<file path="src/rtl/itmr_pkg.sv">
package itmr_pkg;

    parameter int unsigned CNT_W = 11;

    typedef logic [CNT_W-1:0] cnt_t;

    localparam cnt_t CNT_MAX = '1;

    typedef enum logic {
        DIR_UP   = 1'b0,
        DIR_DOWN = 1'b1
    } dir_e;

    typedef struct packed {
        dir_e dir;
        logic free_run;
    } mode_t;

    typedef struct packed {
        cnt_t value;
        logic wrap;
    } step_t;

    // Next counter value for one counted tick.
    function automatic step_t next_step(cnt_t cur, cnt_t reload_eff, mode_t m);
        step_t s;
        cnt_t  ceiling;
        s.wrap  = 1'b0;
        s.value = cur;
        if (m.dir == DIR_DOWN) begin
            if (cur == '0) begin
                s.value = reload_eff;
                s.wrap  = 1'b1;
            end else begin
                s.value = cur - cnt_t'(1);
            end
        end else begin
            ceiling = m.free_run ? CNT_MAX : reload_eff;
            if (cur >= ceiling) begin
                s.value = '0;
                s.wrap  = 1'b1;
            end else begin
                s.value = cur + cnt_t'(1);
            end
        end
        return s;
    endfunction

endpackage

</file>
<file path="src/rtl/itmr_tick_sel.sv">
module itmr_tick_sel (
    input  logic sys_tick,
    input  logic lp_tick,
    input  logic use_sys,
    input  logic clk_en,
    output logic tick
);
    // The clock mux is modelled as a choice between tick enables.
    always_comb begin
        tick = clk_en & (use_sys ? sys_tick : lp_tick);
    end
endmodule

</file>
<file path="src/rtl/itmr_reload_sync.sv">
module itmr_reload_sync
    import itmr_pkg::*;
#(
    parameter int unsigned SYNC_STAGES = 3
) (
    input  logic clk,
    input  logic rst,
    input  cnt_t reload_in,
    output cnt_t reload_eff
);
    generate
        if (SYNC_STAGES <= 1) begin : g_single
            cnt_t stage_q;
            always_ff @(posedge clk) begin
                if (rst) stage_q <= '0;
                else     stage_q <= reload_in;
            end
            assign reload_eff = stage_q;
        end else begin : g_chain
            logic [SYNC_STAGES-1:0][CNT_W-1:0] stage_q;
            always_ff @(posedge clk) begin
                if (rst) stage_q <= '0;
                else     stage_q <= {stage_q[SYNC_STAGES-2:0], reload_in};
            end
            assign reload_eff = stage_q[SYNC_STAGES-1];
        end
    endgenerate
endmodule

</file>
<file path="src/rtl/itmr_count_core.sv">
module itmr_count_core
    import itmr_pkg::*;
(
    input  logic  clk,
    input  logic  rst,
    input  logic  enable,
    input  logic  tick,
    input  mode_t mode,
    input  cnt_t  reload_eff,
    output cnt_t  count,
    output logic  wrap
);
    step_t nxt;
    cnt_t  count_q;

    always_comb begin
        nxt  = next_step(count_q, reload_eff, mode);
        wrap = enable & tick & nxt.wrap;
    end

    always_ff @(posedge clk) begin
        if (rst)           count_q <= '0;
        else if (!enable)  count_q <= '0;
        else if (tick)     count_q <= nxt.value;
    end

    assign count = count_q;

    AST_HOLD_NO_TICK: assert property (@(posedge clk) disable iff (rst)
        (enable && !tick) |=> (count_q == $past(count_q)));
    AST_DISABLED_ZERO: assert property (@(posedge clk) disable iff (rst)
        !enable |=> (count_q == '0));
    AST_UP_STEP: assert property (@(posedge clk) disable iff (rst)
        (enable && tick && mode.dir == DIR_UP && !wrap)
        |=> (count_q == $past(count_q) + cnt_t'(1)));
    AST_UP_WRAP_ZERO: assert property (@(posedge clk) disable iff (rst)
        (wrap && mode.dir == DIR_UP) |=> (count_q == '0));
    AST_DOWN_STEP: assert property (@(posedge clk) disable iff (rst)
        (enable && tick && mode.dir == DIR_DOWN && !wrap)
        |=> (count_q == $past(count_q) - cnt_t'(1)));
endmodule

</file>
<file path="src/rtl/itmr_event_flag.sv">
module itmr_event_flag (
    input  logic clk,
    input  logic rst,
    input  logic wrap,
    input  logic clr,
    output logic flag
);
    logic flag_q;

    always_ff @(posedge clk) begin
        if (rst) flag_q <= 1'b0;
        else     flag_q <= wrap | (flag_q & ~clr);
    end

    assign flag = flag_q;

    AST_WRAP_SETS_FLAG: assert property (@(posedge clk) disable iff (rst)
        wrap |=> flag_q);
    AST_CLEAR_DROPS_FLAG: assert property (@(posedge clk) disable iff (rst)
        (clr && !wrap) |=> !flag_q);
    AST_FLAG_STICKY: assert property (@(posedge clk) disable iff (rst)
        (flag_q && !clr) |=> flag_q);
endmodule

</file>
<file path="src/rtl/interval_timer.sv">
module interval_timer
    import itmr_pkg::*;
#(
    parameter int unsigned SYNC_STAGES = 3
) (
    input  logic              clk,
    input  logic              rst,
    input  logic              sys_tick,
    input  logic              lp_tick,
    input  logic              use_sys,
    input  logic              clk_en,
    input  logic              enable,
    input  logic              count_down,
    input  logic              free_run,
    input  logic              irq_en,
    input  logic [CNT_W-1:0]  reload,
    input  logic              clr_event,
    output logic [CNT_W-1:0]  count,
    output logic              event_flag,
    output logic              irq
);
    logic  tick;
    logic  wrap;
    cnt_t  reload_eff;
    mode_t mode;

    always_comb begin
        mode.dir      = dir_e'(count_down);
        mode.free_run = free_run;
    end

    itmr_tick_sel u_tick (
        .sys_tick (sys_tick),
        .lp_tick  (lp_tick),
        .use_sys  (use_sys),
        .clk_en   (clk_en),
        .tick     (tick)
    );

    itmr_reload_sync #(.SYNC_STAGES(SYNC_STAGES)) u_sync (
        .clk        (clk),
        .rst        (rst),
        .reload_in  (reload),
        .reload_eff (reload_eff)
    );

    itmr_count_core u_core (
        .clk        (clk),
        .rst        (rst),
        .enable     (enable),
        .tick       (tick),
        .mode       (mode),
        .reload_eff (reload_eff),
        .count      (count),
        .wrap       (wrap)
    );

    itmr_event_flag u_evt (
        .clk  (clk),
        .rst  (rst),
        .wrap (wrap),
        .clr  (clr_event),
        .flag (event_flag)
    );

    assign irq = event_flag & irq_en;

    AST_IRQ_NEEDS_EVENT: assert property (@(posedge clk) disable iff (rst)
        irq |-> event_flag);
    AST_IDLE_NO_EVENT: assert property (@(posedge clk) disable iff (rst)
        (!event_flag && !(enable && tick)) |=> !event_flag);
endmodule

</file>
<file path="config.mk">
export PLATFORM = sky130hd
export DESIGN_NAME = interval_timer
export DESIGN_NICKNAME = d
export VERILOG_FILES = /design/src/rtl/itmr_pkg.sv /design/src/rtl/itmr_tick_sel.sv /design/src/rtl/itmr_reload_sync.sv /design/src/rtl/itmr_count_core.sv /design/src/rtl/itmr_event_flag.sv /design/src/rtl/interval_timer.sv
export SDC_FILE = /design/constraint.sdc
export NUM_CORES = 1
export LEC_CHECK = 0
export BUFFER_PORTS_ARGS = -buffer_cell sky130_fd_sc_hd__buf_2
export CORE_MARGIN = 8
export CORE_UTILIZATION = 28
export CTS_BUF_LIST = sky130_fd_sc_hd__clkbuf_8
export DETAILED_ROUTE_END_ITERATION = 6
export PLACE_DENSITY = 0.48
export SLEW_MARGIN = 20
export SYNTH_ARGS = -nofsm -noshare
export SYNTH_HDL_FRONTEND = slang
export SYNTH_HIERARCHICAL = 1
export SYNTH_SLANG_ARGS = --single-unit
</file>
<file path="constraint.sdc">
create_clock -name clk -period 4.9 [get_ports clk]
set_input_delay 0.245 -clock clk [delete_from_list [all_inputs] [get_ports clk]]
set_output_delay 0.245 -clock clk [all_outputs]
set_load 0.02 [all_outputs]
</file>
# After elaboration in Yosys (flattened, before gate mapping)
# Cells that the tools add are included.
# classes
addsub	2
n_lt_le_gt_ge	1
n_mux	7
bitwise	8
reduce_logical	2
# op_table
operator	count
$mux 11	3
$mux 12	1
$add 11x1->11 const B	1
$ge 11x11->1	1
$logic_not 11->1	1
$sub 11x1->11 const B	1
$and 1x1->1	5
$mux 1	3
$not 1->1	2
$reduce_or 2->1	1
$or 1x1->1	1
# word_totals
register_bits	45
inputBits	22
out_inout_bits	13

# Logic depth before layout (Yosys ltp)
# Gate-level depths: netlist (run 1).
# logic_depth
depth_word	6
ltp_mapped	10

# By module
# Netlist (run 1), hierarchy kept.
# by_module_without_submodules
mod	n_inst	cells_each	area_each_um2
itmr_count_core	1	186	1381.3
itmr_reload_sync	1	80	972.2
itmr_event_flag	1	4	38.8
itmr_tick_sel	1	2	16.3
interval_timer	1	1	6.3

# Worst setup path before layout (run 1)
# OpenSTA, ideal clock, no wires.
# synth_path
path_kind	reg2reg
start	register u_core.count_q[2], in the netlist u_core/count[2]
end	register u_core.count_q[6], in the netlist u_core/count[6]
setup_ps	129
t_arrival_ps	2271
required_time_ps	4771
slack_ps	2500
stages_incl_launch_ff	9
synth_period_minus_slack_ps	2400
cell_sequence	dfxtp_1 > buf_6 > or4_4 > buf_6 > or4_4 > buf_6 > o221a_1 > a31oi_1 > o32ai_1
# synth_between
elab_chain_cells	3
# synth_lines
item	line_no	source
from (decl)	itmr_count_core.sv:14	cnt_t count_q;
from (signal assigned)	itmr_count_core.sv:24	else if (tick) count_q <= nxt.value;
$add 11x1->11, or another cell as far along	itmr_pkg.sv:43	s.value = cur + cnt_t'(1);
$mux 11 (on tied branches)	itmr_pkg.sv:39, itmr_pkg.sv:31	
$mux 12 *	itmr_pkg.sv:30	if (m.dir == DIR_DOWN) begin
# Every way passes the cells marked *; elsewhere a longest branch is shown, timed or not.
# A chain may end at the register's enable or synchronous reset.

# Worst setup path in the final report (run 1)
# Ends and elaborated chain as after synthesis.

==> metrics list, run 1 <==
* Setup bufs post-CTS: 0
* Slew headroom: between 50% and 60%
- Buffers inserted to repair hold after CTS numbered 0.
- Biggest fanout along the worst timing path: 11
- Global routing used 10.1% of the available tracks.
- The number of nets handed over by synthesis was between 300 and 400.
- Summed over all nets, the half-perimeter wirelength after detailed placement is 3910 microns.
- Number of synthesized register bits: 45
- Pin count of the biggest net entering global routing: 37
- Remaining DRCs: 0
* Site row count: 34
* Syn-to-layout area delta: 8.60%
- The first global-routing pass estimated 9490 microns of wire.
- Clock-pin slew was measured on the worst setup and hold paths at 0.10 ns.
* Part of the cycle the worst path needs: 47.4%
- Met1 WL: approximately 2800 microns
- The final layout contains 320 nets.
- Setup repair after global routing left no endpoint under its margin.
- The min-delay analysis places its worst path in the category input port to flip-flop.
- The count of nets left with antenna violations once routing finished came out at 0.
- The clock reaches the later pin of the worst-skew pair after 0.30 ns.
* I/O pins: 35
- The synthesized netlist occupies a cell area of 2410 sq um.
- At the placement stage, the worst setup path has a slack of 2.60 ns.
* Overall die height: 109 microns
- Counting instances, the worst hold path has a depth of 2.
- Fraction of the yosys area taken by sequential cells: between 30% and 40%
- Post-route setup slack: 2.58 ns
- HP Start: reload[5]
- After synthesis, the share of flip-flops with an asynchronous set or reset is 0%.
- The routed design uses 308 microns of met3 wire.
- Global routing finished with a remaining overflow of 0.
- For this block, the via count after detailed routing is 1907.
* H-tree depth reported by CTS: 2
- Peak clock frequency supported by timing: between 400 and 500 MHz
- Area of the core: 8550 sq um
- Root Buffer Master: clkbuf_8
* Total power divided by cell area: approximately 300 nW/um^2
* Placed instance area: about 2500 sq um
* Setup slack, reg-to-reg: approximately 2.6 ns
- Worst Hold Path EP: u_sync/g_chain.stage_q[5]$_SDFF_PP0_
- Element type at the critical path start: flip-flop
- Post-synthesis area per instance: about 9 sq um
* Number of violations reported at the end of detailed-routing iteration 0: 126
- Setup violations remaining at the end of the flow were counted as 0.
* Slew @ Worst Pin: 0.645 ns
- For the worst flop-to-flop path, the logic depth is 5.
* Power after layout: 779 uW
- At the end of routability-driven placement, the weighted congestion stood at 0.810.
- The analysis attributes to cell leakage a power of 1.06 nW.
- Final-report max-slew violation count: 0
* Via-to-Cell Ratio: 4.84
- The die covers roughly 12000 sq um.
- By startpoint and endpoint, the worst setup path is classified as flip-flop to flip-flop.
- Met2 routed wirelength: 2530 microns
- The initial antenna violation count came to 0.
- The number of global-route vias before repair was 1895.
- Arrival time reported for the critical path endpoint: 2.51 ns
* Clk sink count: 45
- Cells with a size suffix above 1 make up 19.6% of the layout.
- After technology mapping, the gate count stands at 273.
- The final hold violation count is 0.
* Count of flip-flops with a built-in enable after synthesis: 0
- In the final routed layout, each cell accounts on average for 14.5 microns.
- The top cell types in the final layout, fill and taps aside, are dfxtp_1 (45), nor2b_1 (39), buf_2 (34).
* Minimum clock period after layout: 2.32 ns
* Overall die width: 109 microns
- Starting Density: 28.2%
- Across the routed clock network, the largest skew measured is 0.0126 ns.
* CTS tree: yes
- Cts repair resizes: 0
- STA puts the critical path data required time at 5.09 ns.
* Layout fillers: slightly above 900
- For this run, the leading register cell type out of synthesis is dfxtp_1.
- Startpoint of the lowest-slack register-to-register path: u_core/count[2]$_SDFFE_PP0P_
- Detailed-routing iteration count for the pre-antenna-repair pass: 4
* Result of the run: complete, no violations
- The number of antenna diodes in the final layout is 0.
- Most frequent standard cell in the layout excluding fill and tap cells: dfxtp_1
- In this run the critical register-to-register path is captured at u_core/count[6]$_SDFFE_PP0P_.
- Highest ir drop seen on vdd: 0.000161 V
* Total clock buffers created by CTS: 5
- Cells fill between 30 and 40% of the core in the end.
* Port buffer count: 34
* Buffers from clock root to sink, at most: 2
- The worst setup path is captured at a flip-flop.
- Number of warnings printed during yosys synthesis: 6
* Summed area of non-filler cells in the final layout: 2620 sq um
- Number of maximum-capacitance constraint violations: 0
* Final sum of negative setup slack: 0 ns
- After detailed routing, no signal wire sits above met4.
- Unique cell type count in the Yosys netlist: just over 50
- Final wirelength: 5700 microns
==> kinds of logic after synthesis <==
kind of cell,synth area share [%]
adders and majority gates,6.74
and+or+nand+nor,27.5
muxes,0.415
DFF,37.3
buffers and inverters,10.7
xor gates and xnor gates,1.45
AOI/OAI and AO/OA,16.0
==> worst max-delay path by stage <==
stage                                      start                           end  slack (ns)
floorplan           u_core/count[2]$_SDFFE_PP0P_  u_core/count[6]$_SDFFE_PP0P_        2.50
global placement    u_core/count[2]$_SDFFE_PP0P_  u_core/count[9]$_SDFFE_PP0P_        2.65
detailed placement  u_core/count[2]$_SDFFE_PP0P_  u_core/count[2]$_SDFFE_PP0P_        2.60
CTS                 u_core/count[2]$_SDFFE_PP0P_  u_core/count[2]$_SDFFE_PP0P_        2.58
global route        u_core/count[2]$_SDFFE_PP0P_  u_core/count[6]$_SDFFE_PP0P_        2.49
finish              u_core/count[2]$_SDFFE_PP0P_  u_core/count[6]$_SDFFE_PP0P_        2.58
==> cell usage after synthesis (all sizes together), types with 4 or more instances <==
| cell type | number | area share [%] |
|---|---|---|
| nor2b | 39 | 10 |
| nor2 | 15 | 2.3 |
| dfxtp | 45 | 37 |
| inv | 7 | 1.1 |
| nor3 | 5 | 1.0 |
| o21a | 5 | 1.6 |
| nand3 | 9 | 1.9 |
| a21oi | 7 | 1.6 |
| or4 | 5 | 1.9 |
| o211ai | 6 | 1.9 |
| nand2 | 17 | 2.6 |
| a31oi | 11 | 2.8 |
| nand4 | 4 | 1.0 |
| clkbuf | 8 | 1.7 |
| or3 | 7 | 1.9 |
| o21ai | 9 | 1.9 |
| ha | 13 | 6.7 |
| buf | 22 | 7.5 |
==> cell type report <==
class	count	area, sq um	share of cell area (%)
flip-flops and latches	45	901	34.4
repair buffers	36	185	7.06
clock buffers	5	68.8	2.62
multi-input cells	190	1260	47.9
inverters	7	26.3	1.00
well taps	108	135	5.15
clock inverters	3	50.0	1.91
==> state kept, by name, indices dropped and copies added (netlist names) <==
register / count
u_sync/g_chain.stage_q: 22
u_core/count: 11
u_sync/reload_eff: 11
u_evt/flag: 1
==> power breakdown <==
part / switching, mW / total, mW / internal (mW)
clock network: 0.145 / 0.301 / 0.157
registers: 0.00751 / 0.386 / 0.378
logic: 0.0523 / 0.0923 / 0.0399
total: 0.204 / 0.779 / 0.575
==> worst max-delay path, cell delays in order (launching register included) <==
cell,delay [ns]
dfxtp_1,0.44
or4_4,0.64
or4_4,0.62
o221a_1,0.28
a31oi_1,0.14
o32ai_1,0.09
==> through the flow <==
| step | cells | hold WS (ns) |
|---|---|---|
| 6_report | 394 | 0.149 |
| 5_1_grt | 394 | 0.143 |
| 4_1_cts | 394 | 0.139 |
| 3_5_place_dp | 386 | 0.421 |
| 3_3_place_gp | 386 | 0.417 |
| 2_1_floorplan | 273 | 0.307 |
==> per-layer routing <==
layer	track usage, %	vias up
met5	0	-
met2	15.4	43
met3	2.48	4
met4	3.23	0
li1	-	969
met1	13.5	891
No activity file was read; power rests on OpenSTA's default activity.
==> run 2: changes to the inputs <==
--- a/config.mk
+++ b/config.mk
@@ -5,12 +5,13 @@
 export SDC_FILE = /design/constraint.sdc
 export NUM_CORES = 1
 export LEC_CHECK = 0
+export ABC_AREA = 1
 export BUFFER_PORTS_ARGS = -buffer_cell sky130_fd_sc_hd__buf_2
 export CORE_MARGIN = 8
 export CORE_UTILIZATION = 28
 export CTS_BUF_LIST = sky130_fd_sc_hd__clkbuf_8
 export DETAILED_ROUTE_END_ITERATION = 6
-export PLACE_DENSITY = 0.48
+export PLACE_DENSITY = 0.49
 export SLEW_MARGIN = 20
 export SYNTH_ARGS = -nofsm -noshare
 export SYNTH_HDL_FRONTEND = slang
==> constraint.sdc (replaced) <==
create_clock -name clk -period 1.9 [get_ports clk]
set_input_delay 0.095 -clock clk [delete_from_list [all_inputs] [get_ports clk]]
set_output_delay 0.095 -clock clk [all_outputs]
set_load 0.02 [all_outputs]
==> metrics list, run 2 <==
* Clock Latency Late Sink: between 0.2 and 0.3 ns
* Startpoint of the lowest-slack register-to-register path: u_sync/reload_eff[0]$_SDFF_PP0_
- Fraction of the yosys area taken by sequential cells: 33.2%
- Nets: 471
- Final hold viol count: 0
- For this run, the leading register cell type out of synthesis is dfxtp_1.
* Gp weighted congestion: 0.854
- No sink is reached through more buffers than the 2 on the longest clock path.
* Port buffer count: 34
- During synthesis, Yosys emitted a total of 6 warnings.
* H-tree depth reported by CTS: 2
* Most numerous cell types in the synthesized netlist: inv_1 (70), nand2_1 (67), nor2_1 (61), dfxtp_1 (45), a21oi_1 (24)
- Including well taps, the total number of placed cells is approximately 550.
- Slew headroom: a little over half
- Clk sink count: 45
- CTS tree: yes
- Clock slew at reported path FFs: around 0.08 ns
- Worst Setup Path Type: flip-flop to flip-flop
- Summing all placed instances gives a cell area of 3000 sq um.
* Syn-to-layout area delta: 19.4%
- Highest ir drop seen on vdd: 0.000361 V
- The path class of the tightest hold or removal check is input port to flip-flop.
* Number of synthesized register bits: 45
* Largest cells by area after synthesis: dfxtp_1 (33%), inv_1 (9.7%), nand2_1 (9.3%), nor2_1 (8.4%), ha_1 (6.0%)
- Slew @ Worst Pin: 0.684 ns
- Async set or reset register ratio after synthesis: 0%
- Setup slack, reg-to-reg: 0.20 ns
- Entering global routing, the biggest net connects 35 pins.
* Overall die height: about 110 microns
- The tree is rooted in a clkbuf_8.
- Unique cell type count in the Yosys netlist: 29
* Element type at the critical path start: flip-flop
* Vias in the first global route: ~2400
- The cell count after synthesis came out at 390.
- Final Non-Filler Cells: 570
- I/O pins: 35
- Detailed routing inserted a total of 2438 vias.
- Number of flip-flops in the largest register: 22
- Most common cell in the synthesized netlist: inv_1
- For this run, the detailed router's first-pass iteration total came to 4.
* Most flops, register: u_sync/g_chain.stage_q
* Count of flip-flops with a built-in enable after synthesis: 0
* Final wirelength: ~6800 microns
- In the routed design, unresolved DRC markers number 0.
- Setup repair after global routing left no endpoint under its margin.
- Setup violations remaining at the end of the flow were counted as 0.
- HPWL after detailed placement: 5250 microns
* Arrival time reported for the critical path endpoint: 1.89 ns
- Once layout is done, the placed cells without fillers occupy 3240 sq um.
- Final antenna-violating net count: 0
- After filler insertion, the fill cell instance count of the layout stands at 1063.
* Wire length of the first global-routing pass: 11600 microns
- For this configuration, the core starts out at a cell density of about 28%.
* Number of maximum-capacitance constraint violations: 0
* Mapped cell area: between 2000 and 3000 sq um
- Number of cells traversed by the worst register-to-register path: 8
- For the final database, setup skew stands at about 0.0064 ns.
* Peak clock frequency supported by timing: 587 MHz
- The die covers 13100 sq um.
- The flow ran to the end, and the final reports show no timing, DRC or antenna violations.
- Commonest non-fill, non-tap cells in the layout: inv_1 (70), nand2_1 (67), nor2_1 (61)
* Fraction of layout instances using a drive strength above 1: 19.9%
- Number of violations reported at the end of detailed-routing iteration 0: 111
- Overall die width: ~110 microns
* Overall track demand over capacity in global routing: 11.1%
- The smallest clock period supported by the final layout is computed as 1.70 ns.
* Leak: between 1.5 and 2 nW
* Min-Delay Path Depth: 4
* Routed len/inst: 11.9 microns
- The floorplan has 36 rows.
- Area of the core: 9590 sq um
* Cell accounting for the most synthesized area: dfxtp_1
* R2r endpoint: u_core/count[9]$_SDFFE_PP0P_
- Via-to-Cell Ratio: 4.28
- Part of the cycle the worst path needs: 89.7%
* Total power divided by cell area: 687 nW/um^2
- Worst Hold Path EP: u_evt/flag$_SDFF_PP0_
- In the final timing run, aggregate negative setup slack is 0 ns.
- Of all nets on the critical path, the largest fanout is 6.
- Required time of the worst setup path: 2.08 ns
- Total overflow reported by the global router: 0
- TritonCTS created 5 clock buffers.
- Hold is met by 0.0807 ns.
- Kind of capture point of the worst setup path: flip-flop
- Fraction of the core area covered by cells at the end of the flow: 33.8%
- Mapped Nets: 425
* Post-synth top area share: roughly 33%
* Initial antenna violation count: 0
- The number of slew-limit violations in the final report is 0.
- The average instance in the mapped netlist occupies between 6 and 7 sq um.
* Diodes inserted: 0
- The library cell used most frequently in the layout, excluding fill and tap cells, is inv_1.
* HP Start: clr_event
## run 2: cell count changes after synthesis, sizes merged, moves of 15 or more
cell   before  now
nand4       4   19
nor2b      39    0
nand2      17   71
a21oi       7   26
nor2       15   74
inv         7   70
## run 2: through the flow
step | worst slack (ns) | power [mW]
floorplan | 0.0612 | 1.36
global placement | 0.184 | 1.48
detailed placement | 0.190 | 1.48
CTS | 0.191 | 2.24
global route | 0.00572 | 2.36
finish | 0.195 | 2.22
## run 2: logic make-up after synthesis
group,synth area share [%]
AO/OA/AOI/OAI,8.16
XOR/XNOR,1.61
adder cells (fa/ha/maj),6.00
buffers and inverters,17.3
flip-flops,33.2
AND/OR/NAND/NOR,33.7
## run 2: power by group
part           internal [mW]  switching [mW]  total [mW]
sequential             0.980          0.0190       0.999
combinational          0.185           0.289       0.475
clock                  0.428           0.322       0.749
total                   1.59           0.630        2.22
## run 2: layout make-up
| cell class | count | area (sq um) | share of cell area (%) |
|---|---|---|---|
| Inverter | 71 | 267 | 8.23 |
| Timing Repair Buffer | 66 | 442 | 13.6 |
| Clock inverter | 2 | 37.5 | 1.16 |
| Sequential cell | 45 | 901 | 27.8 |
| Clock buffer | 6 | 82.6 | 2.55 |
| Tap cell | 133 | 166 | 5.14 |
| Multi-Input combinational cell | 247 | 1340 | 41.5 |
## run 2: layer usage
layer  global-route usage (%)  vias to the layer above  wire length [microns]
li1                         -                     1284                      -
met1                     13.7                     1078                   3110
met2                     18.7                       64                   3150
met3                     2.16                       12                    381
met4                     3.64                        0                    122
met5                        0                        -                      0
## run 2: how the worst max path moves through the flow
stage / startpoint / depth (start not counted) / to / slack, ns
2_1_floorplan: u_core/count[0]$_SDFFE_PP0P_ / 9 / u_evt/flag$_SDFF_PP0_ / 0.06
3_3_place_gp: free_run / 9 / u_core/count[8]$_SDFFE_PP0P_ / 0.18
3_5_place_dp: free_run / 9 / u_core/count[6]$_SDFFE_PP0P_ / 0.19
4_1_cts: u_sync/reload_eff[0]$_SDFF_PP0_ / 8 / u_core/count[9]$_SDFFE_PP0P_ / 0.19
5_1_grt: u_sync/reload_eff[6]$_SDFF_PP0_ / 12 / u_core/count[7]$_SDFFE_PP0P_ / 0.006
6_report: u_sync/reload_eff[0]$_SDFF_PP0_ / 8 / u_core/count[9]$_SDFFE_PP0P_ / 0.20
## run 2: what timing repair did
action	in CTS	in global routing
hold buffers	11	0
endpoints found under the hold margin	11	0
gates resized for setup	0	1
setup buffers	0	0
setup endpoints to repair	0	4
## run 2: worst max-delay path, stage by stage, from the launching register on
cell	delay, ns
dfxtp_1	0.32
or2_2	0.27
ha_1	0.27
nand2_1	0.04
nor3_1	0.14
nand4_1	0.18
buf_4	0.21
nand4_1	0.09
a21oi_1	0.07
==> run 3: changes to the inputs <==
==> constraint.sdc (replaced) <==
create_clock -name clk -period 1.9 [get_ports clk]
set_input_delay 0.095 -clock clk [delete_from_list [all_inputs] [get_ports clk]]
set_output_delay 0.095 -clock clk [all_outputs]
set_load 0.1 [all_outputs]
==> metrics list, run 3 (same netlist as run 2, synthesis figures left out) <==
* Number of buffers and inverters on the critical path: 1
* Clk sink count: 45
- Summing internal, switching and leakage power gives 2.15 mW.
* Worst hold slack across all endpoints: ~0.047 ns
- The detailed router finished its first iteration with 145 violations.
* Diodes inserted: 0
* Highest ir drop seen on vdd: about 0.00033 V
* Clk_skew: roughly 0.0097 ns
- The number of placed instances, taps included, is 545.
- Number of flip-flops in the largest register: 22
- At the pin with the least slew margin, the transition time is 0.506 ns.
* Family of cells with the greatest summed delay on the critical path: simple AND/OR/NAND/NOR gates
* Area of the core: 9590 sq um
* Final Non-Filler Cells: 568
- STA classifies the critical path endpoint as a flip-flop.
- Maximum cell stage delay along the critical path: 0.33 ns
- Entering global routing, the biggest net connects 35 pins.
- For this design the ratio of total power to cell area is 662 nW/um^2.
- Starting Density: approximately 28%
- Cells along the critical path: or2_4 -> ha_4 -> nand2_1 -> nor3_2 -> nand4_1 -> buf_4 -> nand4_1 -> a21oi_2
- Root Buffer Master: clkbuf_8
- Final antenna-violating net count: 0
- The run finished with clean final reports.
- Gp weighted congestion: between 0.8 and 0.9
- The area growth from synthesis to layout is 20.1%.
* Peak clock frequency supported by timing: 561 MHz
- Most frequent standard cell in the layout excluding fill and tap cells: inv_1
- The first detailed-routing pass ran for 4 iterations.
- The cell that appears most often on the critical path is nand4_1.
* Biggest fanout along the worst timing path: 4
- Dividing the detail-routed wire length by the instance count gives 12.1 microns.
- The multi-input combinational cells in the finished layout cover a total of 1380 sq um.
- Layout fillers: roughly 1000
- Storage cell area: 923 sq um
* Die outline area: 13100 sq um
- Overall track demand over capacity in global routing: 10.7%
* Worst Setup Path Type: flip-flop to flip-flop
* Total clock buffers created by CTS: 5
- Number of vias in the routed layout: 2391
- After layout, the worst path uses 93.8% of the clock period.
- In this run the tool buffered the top-level ports with 34 buffer cells.
* Fraction of layout instances using a drive strength above 1: 23.4%
- The worst path in the final design needs a cycle of ~1.8 ns, including I/O delays and setup.
- Nets: 469
* Final sum of negative setup slack: 0 ns
- TritonCTS built the clock tree.
* Clock Latency Late Sink: roughly 0.30 ns
* Site row count: 36
- Final hold viol count: 0
- Clock slew at reported path FFs: 0.09 ns
* Via-to-Cell Ratio: 4.21
* Most flops, register: u_sync/g_chain.stage_q
- The number of slew-limit violations in the final report came to 0.
- Overall die height: approximately 110 microns
- Number of maximum-capacitance constraint violations: 0
- Commonest non-fill, non-tap cells in the layout: inv_1 (70), nand2_1 (66), nor2_1 (61)
* Buffers from clock root to sink, at most: 2
* HPWL after detailed placement: 4950 microns
- Final wirelength: 6850 microns
- Wire length of the first global-routing pass: around 11000 microns
- Vias in the first global route: approximately 2400
* H-tree depth reported by CTS: 2
- The worst hold path belongs to the class input port to flip-flop.
- Slew headroom: between 60% and 70%
- Initial antenna violation count: 0
- Arrival time reported for the critical path endpoint: 1.97 ns
- STA classifies the critical path startpoint as a flip-flop.
* I/O pins: 35
- Cell at the slowest stage of the critical path: dfxtp_2
- Total overflow reported by the global router: 0
- For the worst setup path, the data required time is 2.09 ns.
- The die is roughly 110 microns wide.
- Leak: 1.61 nW
- Remaining DRCs: 0
- Setup violations remaining at the end of the flow were counted as 0.
- Setup repair after global routing missed its margin: yes
==> run 3: area by class of cell <==
cell class,count,share of cell area [%]
Clock inverter,3,0.615
Multi-Input combinational cell,247,42.4
Clock buffer,5,2.11
Tap cell,133,5.11
Sequential cell,45,28.4
Inverter,71,8.18
Timing Repair Buffer,64,13.3
==> run 3: report_power, final <==
part	total (mW)	switching (mW)	internal, mW
clock	0.611	0.349	0.263
combinational	0.543	0.356	0.187
sequential	1.00	0.0207	0.980
total	2.15	0.726	1.43
==> run 3: worst register-to-register path, delay by kind of cell, from the launching register on <==
kind | cells | cell delay, ns
adder cells (fa/ha/maj) | 1 | 0.26
flip-flops | 1 | 0.33
buffers and inverters | 1 | 0.23
AND/OR/NAND/NOR | 5 | 0.80
AO/OA/AOI/OAI | 1 | 0.08
==> run 3: layer usage <==
metal  routed length, microns  track usage, %  up-vias
met5                        0               0        -
met4                      112            3.73        0
met3                      358            2.22       10
met2                     3310            19.1       65
met1                     3070            12.5     1027
li1                         -               -     1289
==> run 3: repair_timing <==
| item | in CTS | in global routing |
|---|---|---|
| setup buffers | 0 | 2 |
| endpoints found under the setup margin | 0 | 3 |
| resized for setup | 0 | 13 |
| hold buffers | 11 | 0 |
| endpoints found under the hold margin | 11 | 0 |
==> run 3: through the flow <==
| step | cell area, sq um | util [%] | worst slack, ns |
|---|---|---|---|
| after floorplan | 2730 | - | -0.0320 |
| after global placement | 2980 | 31.1 | 0.128 |
| after detailed placement | 2980 | 31.1 | 0.119 |
| after CTS | 3180 | 33.1 | 0.0766 |
| after global routing | 3260 | 33.9 | -0.00690 |
| final | 3260 | 33.9 | 0.117 |
==> run 3: path summary, 6_finish.rpt <==
path / from / endpoint / slack (ns) / cells after the start
worst max register to register: u_sync/reload_eff[0]$_SDFF_PP0_ / u_core/count[8]$_SDFFE_PP0P_ / 0.12 / 8
worst max-delay path: u_sync/reload_eff[0]$_SDFF_PP0_ / u_core/count[8]$_SDFFE_PP0P_ / 0.12 / 8
worst min-delay path: clr_event / u_evt/flag$_SDFF_PP0_ / 0.05 / 4
worst min register to register: u_sync/g_chain.stage_q[18]$_SDFF_PP0_ / u_sync/reload_eff[7]$_SDFF_PP0_ / 0.40 / 2
